==> src/rtl/pwr_pkg.sv <==
package pwr_pkg;

    typedef enum logic [1:0] {
        PS_D0    = 2'd0,
        PS_D1    = 2'd1,
        PS_D2    = 2'd2,
        PS_D3HOT = 2'd3
    } pstate_e;

    typedef enum logic [2:0] {
        LK_L0,
        LK_L1,
        LK_L23_HOLD,
        LK_L23_SEND,
        LK_L2,
        LK_L3
    } link_e;

    typedef enum logic [1:0] {
        MSG_NONE      = 2'd0,
        MSG_PME       = 2'd1,
        MSG_ENTER_L23 = 2'd2
    } msg_e;

endpackage

==> src/rtl/pwr_dstate_trk.sv <==
module pwr_dstate_trk
    import pwr_pkg::*;
#(
    parameter int DST_W = 4
) (
    input  logic             clk,
    input  logic             rst_n,
    input  logic             wr_en,
    input  logic [1:0]       wr_pstate,
    input  logic             wake_pulse,
    input  logic             pme_busy,
    input  logic             frozen,
    input  logic             host_exit,
    output logic             is_d3,
    output logic             wake_acc,
    output logic [DST_W-1:0] dcode
);
    localparam int BIT_D0 = 0;
    localparam int BIT_D3 = DST_W - 1;

    typedef enum logic {DS_D0, DS_D3HOT} dstate_e;

    dstate_e cur, nxt;

    always_comb begin
        nxt      = cur;
        wake_acc = 1'b0;
        if (host_exit) begin
            nxt = DS_D0;
        end else if (!frozen) begin
            unique case (cur)
                DS_D0: begin
                    if (wr_en && pstate_e'(wr_pstate) == PS_D3HOT) nxt = DS_D3HOT;
                end
                DS_D3HOT: begin
                    if (wake_pulse && !pme_busy) begin
                        nxt      = DS_D0;
                        wake_acc = 1'b1;
                    end else if (wr_en && pstate_e'(wr_pstate) == PS_D0) begin
                        nxt = DS_D0;
                    end
                end
            endcase
        end
    end

    always_ff @(posedge clk) begin
        if (!rst_n) cur <= DS_D0;
        else        cur <= nxt;
    end

    always_comb begin
        dcode = '0;
        is_d3 = 1'b0;
        unique case (cur)
            DS_D0:    dcode[BIT_D0] = 1'b1;
            DS_D3HOT: begin
                dcode[BIT_D3] = 1'b1;
                is_d3         = 1'b1;
            end
        endcase
    end

    // only the two legal codes appear
    a_r2_dcode_legal: assert property (@(posedge clk) disable iff (!rst_n)
        ($onehot(dcode) && (dcode[BIT_D0] || dcode[BIT_D3])));

    // unsupported codes leave the state alone
    a_r2_ignore_d1_d2: assert property (@(posedge clk) disable iff (!rst_n)
        (wr_en && (wr_pstate == 2'd1 || wr_pstate == 2'd2) && !wake_pulse && !host_exit)
        |=> $stable(dcode));

    // link-off states freeze the device state
    a_r10_frozen_hold: assert property (@(posedge clk) disable iff (!rst_n)
        (frozen && !host_exit) |=> $stable(dcode));

    // no wake accepted while a PME is outstanding
    a_r7_no_double_pme: assert property (@(posedge clk) disable iff (!rst_n)
        pme_busy |-> !wake_acc);

endmodule

==> src/rtl/pwr_link_fsm.sv <==
module pwr_link_fsm
    import pwr_pkg::*;
#(
    parameter int LST_W = 8
) (
    input  logic             clk,
    input  logic             rst_n,
    input  logic             is_d3,
    input  logic             turnoff_rx,
    input  logic             l23_ready,
    input  logic             xfer_pending,
    input  logic             msg_busy,
    input  logic             l23_done,
    input  logic             host_exit_rq,
    input  logic             aux_lost,
    output logic             l23_req,
    output logic             frozen,
    output logic             host_exit,
    output logic [LST_W-1:0] lcode
);
    localparam int BIT_L0 = 0;
    localparam int BIT_L1 = 2;
    localparam int BIT_L2 = 3;
    localparam int BIT_L3 = 4;

    link_e state, nxt;

    always_comb begin
        nxt = state;
        unique case (state)
            LK_L0: begin
                if (turnoff_rx && is_d3)                          nxt = LK_L23_HOLD;
                else if (is_d3 && !xfer_pending && !msg_busy)     nxt = LK_L1;
            end
            LK_L1: begin
                if (turnoff_rx && is_d3)                          nxt = LK_L23_HOLD;
                else if (xfer_pending || !is_d3 || msg_busy)      nxt = LK_L0;
            end
            LK_L23_HOLD: if (l23_ready)    nxt = LK_L23_SEND;
            LK_L23_SEND: if (l23_done)     nxt = LK_L2;
            LK_L2: begin
                if (host_exit_rq)          nxt = LK_L0;
                else if (aux_lost)         nxt = LK_L3;
            end
            LK_L3:                         nxt = LK_L3;
            default:                       nxt = LK_L0;
        endcase
    end

    always_ff @(posedge clk) begin
        if (!rst_n) state <= LK_L0;
        else        state <= nxt;
    end

    always_comb begin
        lcode     = '0;
        l23_req   = 1'b0;
        frozen    = 1'b1;
        host_exit = 1'b0;
        unique case (state)
            LK_L0: begin
                lcode[BIT_L0] = 1'b1;
                frozen        = 1'b0;
            end
            LK_L1: begin
                lcode[BIT_L1] = 1'b1;
                frozen        = 1'b0;
            end
            LK_L23_HOLD: begin
                lcode[BIT_L0] = 1'b1;
                l23_req       = l23_ready;
            end
            LK_L23_SEND: lcode[BIT_L0] = 1'b1;
            LK_L2: begin
                lcode[BIT_L2] = 1'b1;
                host_exit     = host_exit_rq;
            end
            LK_L3:   lcode[BIT_L3] = 1'b1;
            default: lcode[BIT_L0] = 1'b1;
        endcase
    end

    // exactly one link-state bit
    a_r3_lcode_onehot: assert property (@(posedge clk) disable iff (!rst_n)
        $onehot(lcode));

    // no L1 entry while a transfer is pending
    a_r5_no_l1_pending: assert property (@(posedge clk) disable iff (!rst_n)
        (state == LK_L0 && xfer_pending) |=> state != LK_L1);

    // pending transfer pulls the link out of L1
    a_r5_l1_exit: assert property (@(posedge clk) disable iff (!rst_n)
        (state == LK_L1 && xfer_pending && !turnoff_rx) |=> state == LK_L0);

    // no L1 entry with a message outstanding
    a_r4_no_l1_msg: assert property (@(posedge clk) disable iff (!rst_n)
        (state == LK_L0 && msg_busy) |=> state != LK_L1);

    // hold until the application is ready
    a_r8_hold_wait: assert property (@(posedge clk) disable iff (!rst_n)
        (state == LK_L23_HOLD && !l23_ready) |=> state == LK_L23_HOLD);

    // accepted entry reply lands in L2
    a_r9_enter_l2: assert property (@(posedge clk) disable iff (!rst_n)
        (state == LK_L23_SEND && l23_done) |=> state == LK_L2);

    // L3 is only left by reset
    a_r10_l3_sticky: assert property (@(posedge clk) disable iff (!rst_n)
        (state == LK_L3) |=> state == LK_L3);

endmodule

==> src/rtl/pwr_msg_req.sv <==
module pwr_msg_req
    import pwr_pkg::*;
(
    input  logic       clk,
    input  logic       rst_n,
    input  logic       wake_acc,
    input  logic       l23_req,
    input  logic       msg_ack,
    output logic       msg_valid,
    output logic [1:0] msg_type,
    output logic       pme_busy,
    output logic       l23_done
);
    logic pme_pend, l23_pend;

    always_ff @(posedge clk) begin
        if (!rst_n) begin
            pme_pend <= 1'b0;
            l23_pend <= 1'b0;
        end else begin
            if (wake_acc)                  pme_pend <= 1'b1;
            else if (msg_ack && pme_pend)  pme_pend <= 1'b0;
            if (l23_req)                   l23_pend <= 1'b1;
            else if (l23_done)             l23_pend <= 1'b0;
        end
    end

    always_comb begin
        msg_valid = pme_pend | l23_pend;
        pme_busy  = pme_pend;
        l23_done  = msg_ack && l23_pend && !pme_pend;
        if (pme_pend)      msg_type = MSG_PME;
        else if (l23_pend) msg_type = MSG_ENTER_L23;
        else               msg_type = MSG_NONE;
    end

    // offered message is held until acknowledged
    a_r11_msg_hold: assert property (@(posedge clk) disable iff (!rst_n)
        (msg_valid && !msg_ack) |=> (msg_valid && $stable(msg_type)));

    // an accepted wake always offers a PME next
    a_r6_pme_raised: assert property (@(posedge clk) disable iff (!rst_n)
        wake_acc |=> (msg_valid && msg_type == MSG_PME));

endmodule

==> src/rtl/pwr_state_ctrl.sv <==
module pwr_state_ctrl
    import pwr_pkg::*;
#(
    parameter int DST_W = 4,
    parameter int LST_W = 8
) (
    input  logic             clk,
    input  logic             rst_n,
    input  logic             cfg_wr_en,
    input  logic [1:0]       cfg_wr_pstate,
    input  logic             wake_pulse,
    input  logic             turnoff_rx,
    input  logic             l23_ready,
    input  logic             xfer_pending,
    input  logic             host_l2_exit,
    input  logic             aux_lost,
    input  logic             msg_ack,
    output logic             msg_valid,
    output logic [1:0]       msg_type,
    output logic [DST_W-1:0] dstate_o,
    output logic [LST_W-1:0] lstate_o
);
    logic is_d3, wake_acc, pme_busy, l23_done, l23_req, frozen, host_exit;

    pwr_dstate_trk #(.DST_W(DST_W)) u_dst (
        .clk(clk), .rst_n(rst_n),
        .wr_en(cfg_wr_en), .wr_pstate(cfg_wr_pstate),
        .wake_pulse(wake_pulse), .pme_busy(pme_busy),
        .frozen(frozen), .host_exit(host_exit),
        .is_d3(is_d3), .wake_acc(wake_acc), .dcode(dstate_o)
    );

    pwr_link_fsm #(.LST_W(LST_W)) u_link (
        .clk(clk), .rst_n(rst_n),
        .is_d3(is_d3), .turnoff_rx(turnoff_rx), .l23_ready(l23_ready),
        .xfer_pending(xfer_pending), .msg_busy(msg_valid),
        .l23_done(l23_done), .host_exit_rq(host_l2_exit), .aux_lost(aux_lost),
        .l23_req(l23_req), .frozen(frozen), .host_exit(host_exit),
        .lcode(lstate_o)
    );

    pwr_msg_req u_msg (
        .clk(clk), .rst_n(rst_n),
        .wake_acc(wake_acc), .l23_req(l23_req), .msg_ack(msg_ack),
        .msg_valid(msg_valid), .msg_type(msg_type),
        .pme_busy(pme_busy), .l23_done(l23_done)
    );

    // state right after reset release
    a_r1_reset_state: assert property (@(posedge clk)
        !rst_n |=> (dstate_o == 4'b0001 && lstate_o == 8'h01 && !msg_valid));

endmodule

==> config.mk <==
export PLATFORM = sky130hd
export DESIGN_NAME = pwr_state_ctrl
export DESIGN_NICKNAME = d
export VERILOG_FILES = /design/src/rtl/pwr_pkg.sv /design/src/rtl/pwr_dstate_trk.sv /design/src/rtl/pwr_link_fsm.sv /design/src/rtl/pwr_msg_req.sv /design/src/rtl/pwr_state_ctrl.sv
export SDC_FILE = /design/constraint.sdc
export NUM_CORES = 1
export LEC_CHECK = 0
export ABC_AREA = 1
export BUFFER_PORTS_ARGS = -buffer_cell sky130_fd_sc_hd__buf_2
export CAP_MARGIN = 25
export CORE_UTILIZATION = 40
export CTS_CLUSTER_SIZE = 12
export DETAILED_ROUTE_END_ITERATION = 6
export PLACE_DENSITY = 0.78
export SYNTH_ARGS = -nofsm -noshare
export SYNTH_HDL_FRONTEND = slang
export SYNTH_SLANG_ARGS = --single-unit
==> constraint.sdc <==
create_clock -name clk -period 1.3 [get_ports clk]
set_input_delay 0.13 -clock clk [delete_from_list [all_inputs] [get_ports clk]]
set_output_delay 0.13 -clock clk [all_outputs]
set_load 0.005 [all_outputs]
---- Yosys cells after proc, flatten, opt, wreduce, memory -nomap -nowiden ----
Index checks and enable logic that the tools add are counted.
storage, ports and cells
  logic and storage cells ................. 72
  register bits ........................... 6
  output and inout port bits .............. 15
cells by class
  multiplexer cells ....................... 31
  reduce and logical (&&, ||, !) cells .... 23
  bitwise logic cells ..................... 3
  equal/unequal tests ..................... 11
operators by type and width
  operator                                               count
  2-to-1 mux 3 bit                                       8
  2-to-1 mux 1 bit                                       19
  one-hot mux 3 bit (6 select lines)                     1
  logical AND 1 bit                                      9
  == test 3 x 2 -> 1 bit, second input constant          2
  == test 3 bit, second input constant                   2
  inequality test 3 x 1 -> 1 bit, second input constant  2
  AND reduction 5 bit                                    1
  zero test 1 bit                                        4
  2-to-1 mux 2 bit                                       2
  inequality test 2 bit, second input constant           2
  nonzero test 2 bit                                     2
  OR reduction 2 bit                                     2
  == test 3 x 1 -> 1 bit, second input constant          1
  zero test 3 bit                                        1
  inequality test 3 bit, second input constant           1
  OR reduction 3 bit                                     1
  == test 2 bit, second input constant                   1
  zero test 2 bit                                        1
  logical OR 1 bit                                       2
  inverter 1 bit                                         2
  one-hot mux 1 bit (2 select lines)                     1
  bitwise OR 1 bit                                       1

---- Longest topological paths before layout ----
  depth in word-level cells ............... 7
  gate-level depth with buffers ........... 9

---- By module ----
From an unflattened synthesis, not the netlist that was laid out.
unflattened totals
  cells, all modules ...................... 99
  area, all modules ....................... 574.3 um^2
modules (own cells, without submodules)
  module          cells an instance  instances  area each (um^2)
  pwr_link_fsm    62                 1          346.6
  pwr_dstate_trk  23                 1          131.4
  pwr_msg_req     14                 1          96.3

---- Worst setup path before layout ----
No wires, ideal clock.
  path type ............................... flip-flop to flip-flop
  from .................................... register u_link.state[1]
  to ...................................... register u_link.state[0]
  setup time .............................. 0.115 ns
  buffers on the path ..................... 1
  path slack .............................. 0.217 ns
  period minus slack after synthesis ...... 1.083 ns
  cell stages (with the launch flop) ...... 10
  required time ........................... 1.185 ns
  data arrival time ....................... 0.968 ns
  path through ............................ dfxtp_1 -> buf_6 -> nand2_1 -> nor2_1 -> nand2_1 -> nand2_1 -> nor2_2 -> nand3_1 -> nand2_1 -> nor2_1
between the ends
  word-level cells in the longest chain between the ends .. 3
RTL lines
  element                                                           line                text
  start, declared                                                   pwr_link_fsm.sv:26  link_e state, nxt;
  start signal, assigned                                            pwr_link_fsm.sv:52  else state <= nxt;
  == test 3 x 1 -> 1 bit (tied with other cells)                    pwr_link_fsm.sv:30  unique case (state)
  inequality test 3 x 1 -> 1 bit (no line) (tied with other cells)  -
  AND reduction 5 bit (no line)                                     -
Several ways; a longest one is shown, not always the timed one.
A chain may end at the register's enable or synchronous reset.

---- Worst setup path after layout ----
  from .................................... register u_link.state[2]
  to ...................................... output port lstate_o[0]
between the ends
  word-level cells in the longest chain between the ends .. 3
RTL lines
  element                                                         line                  text
  == test 3 x 1 -> 1 bit / == test 3 bit (equally long branches)  pwr_link_fsm.sv:60    unique case (state)
  OR reduction 3 bit (no line) (*)                                -
  2-to-1 mux 1 bit (*)                                            pwr_link_fsm.sv:60
  end, declared                                                   pwr_state_ctrl.sv:21  output logic [LST_W-1:0] lstate_o
Mark *: on every way between the ends. The rest lies on a longest branch, timed or not.

==> impl_metrics.toml <==
[global_route]
grt_max_degree = 9
grt_usage = 0.198
grt_pass1_vias = 483
grt_pass1_wl_um = 1940
grt-ovfl-total = 0
antenna_found_initial = 0

[logic_synthesis]
ys_seq_area_frac = 0.222
yosys.area.top_type = "dfxtp_1"
synthSimpleGateAreaFrac = 0.400
yosys.cell_types.count = 23
synth_mux_area_frac = 0
synthCells = 89
syn-cell-area_um2 = 541
avgSynthCellArea_um2 = 6.07
synth_top_family_by_area = "simple AND/OR/NAND/NOR gates"
synth_compound_area_frac = 0.127
ys_seq_elements = 6
synth_area_leaders = "dfxtp_1 22%, buf_4 11%, nor2_1 11%"
synth_xor_area_frac = 0
synth_top_area_frac = 0.222
synth_fa_ha_area_frac = 0
synth_warnings = 0

[run]
drv_cap = 0

[routing]
avgViaCountPerCell = 4.96
wl_um = 1160
drt_iter0_drc = 13
drcViolationCount = 0
dr.pass1.iters = 4
num_vias = 605
ant_nets = 0
wire_per_inst_um = 9.48

[status]
status = "finished, final reports clean"

[clocking]
cts_max_level = 1
cts.sink_count = 6
cts-root-buf = "clkbuf_4"
clkTransAtPathRegs_ps = 50
postCtsHoldBufs = 0
ctsLongestPathBuffers = 2
cts_tree = "done"
clk_latency_ps = 250
numCtsBuffers = 3
cts_setup_buffers = 0
ctsResizeCount = 0

[floorplanning]
num_rows = 12
die_area_um2 = 1500
initial_core_util = 0.456
die_w_um = 38.8
core_area_um2 = 1190
fp.dieH_um = 38.8
io_pins = 27

[sta]
min_period_over_period = 0.921
fmax_ghz = 0.835
worst_slack_ps = 103
min_period_ps = 1200
final.setup.tns_ps = 0
fin_skew_ps = 2.14
rsz0062_at_grt = "no"
hold_viol = 0
drv_slew = 0
setup_violations = 0
hold_ws_ps = 140

[power_and_ir_drop]
p_total_mw = 0.857
power.density_nw_per_um2 = 1330
p_leak_nw = 0.345
vdd_drop_max_uv = 844

[placement]
dp_cells = 119
place_area_um2 = 606
dp_hpwl_um = 943
gp_congestion = 0.858
place_ws_ps = 37.4
numPortBuffers = 20

[min_path]
worstHoldEndpoint = "u_msg.l23_pend"
hold_path_depth = 3
min_path_type = "in2reg"
hold_start = "l23_ready"

[finish]
final_common_cell = "buf_2"
final_cells = 122
finalNetCount = 122
n_fill_cell = 133
layout-drive-gt1-share = 0.361
fin_util = 0.542
final_cell_mix = "20 x buf_2, 14 x inv_1, 14 x nor2_1, 12 x nand2_1, 7 x nand3_1"
fin_area_um2 = 643
area_growth_pct = 19.0
diodes = 0

[worst_setup_path]
reg2regPathDepth = 6
timing.rr.start = "u_link.state[2]"
path_delay_family = "flip-flops"
crit_arrival_ps = 1070
required_ps = 1170
timing.reg2reg.setup_slack_ps = 110
crit_path_max_incr_delay_ps = 340
start_kind = "register"
path_cells = "nor2_1, inv_1, nand2_1, buf_2"
crit_cells = 4
worst-path-buf-inv = 2
worstReg2RegEnd = "u_link.state[0]"
crit_path_end_kind = "primary output"
crit_path_top_delay_cell = "dfxtp_2"
critPathMaxFanout = 6
criticalPathCategory = "reg2out"
==> state kept, by name (all words and copies together) (netlist names) <==
signal,flops
u_dst.cur,1
u_link.state,3
u_msg.pme_busy,1
u_msg.l23_pend,1
==> cells in the mapped netlist (all sizes together) <==
| library cell | instances |
|---|---|
| nor2 | 20 |
| o22ai | 1 |
| conb | 1 |
| and2 | 1 |
| o21ai | 4 |
| inv | 16 |
| or2 | 1 |
| a21oi | 6 |
| nand3b | 1 |
| nor3 | 1 |
| nand3 | 8 |
| nand2 | 13 |
| buf | 9 |
| a41oi | 1 |
| dfxtp | 6 |
==> tightest hold or removal path, stage by stage <==
cell	delay, ps
buf_2	100
nand2_1	60
a21oi_1	50
==> routing by layer <==
metal	track usage	share of wire	wire [um]	up-vias
met5	0	0	0	-
met4	0.121	0.036	42	0
met3	0.0867	0.091	105	9
met2	0.308	0.43	493	34
met1	0.218	0.45	515	261
li1	-	-	-	301
==> worst max-delay path by stage <==
stage,startpoint,end,slack [ps]
6_report,u_link.state[2],lstate_o[0],100
3_5_place_dp,u_link.state[1],u_link.state[0],40
4_1_cts,u_link.state[0],lstate_o[2],40
3_3_place_gp,u_link.state[1],u_link.state[1],100
2_1_floorplan,u_link.state[1],u_link.state[0],220
5_1_grt,u_link.state[1],u_link.state[0],8
==> layout make-up <==
class	instances	area, um2	area share
Clock buffer	3	22.5	0.0350
Inverter	16	60.1	0.0934
Multi-Input combinational cell	63	318	0.494
Sequential cell	6	125	0.195
Tap cell	14	17.5	0.0272
Timing Repair Buffer	20	100	0.156
==> cell families after synthesis <==
family | after synthesis
AO/OA/AOI/OAI | 12
buffers and inverters | 25
other | 1
flip-flops | 6
AND/OR/NAND/NOR | 45
==> power breakdown <==
group | switching (mW) | total (mW) | internal, mW
clock | 0.0718 | 0.177 | 0.105
sequential | 0.0530 | 0.277 | 0.224
combinational | 0.240 | 0.404 | 0.163
No activity file was read; power rests on OpenSTA's default activity.
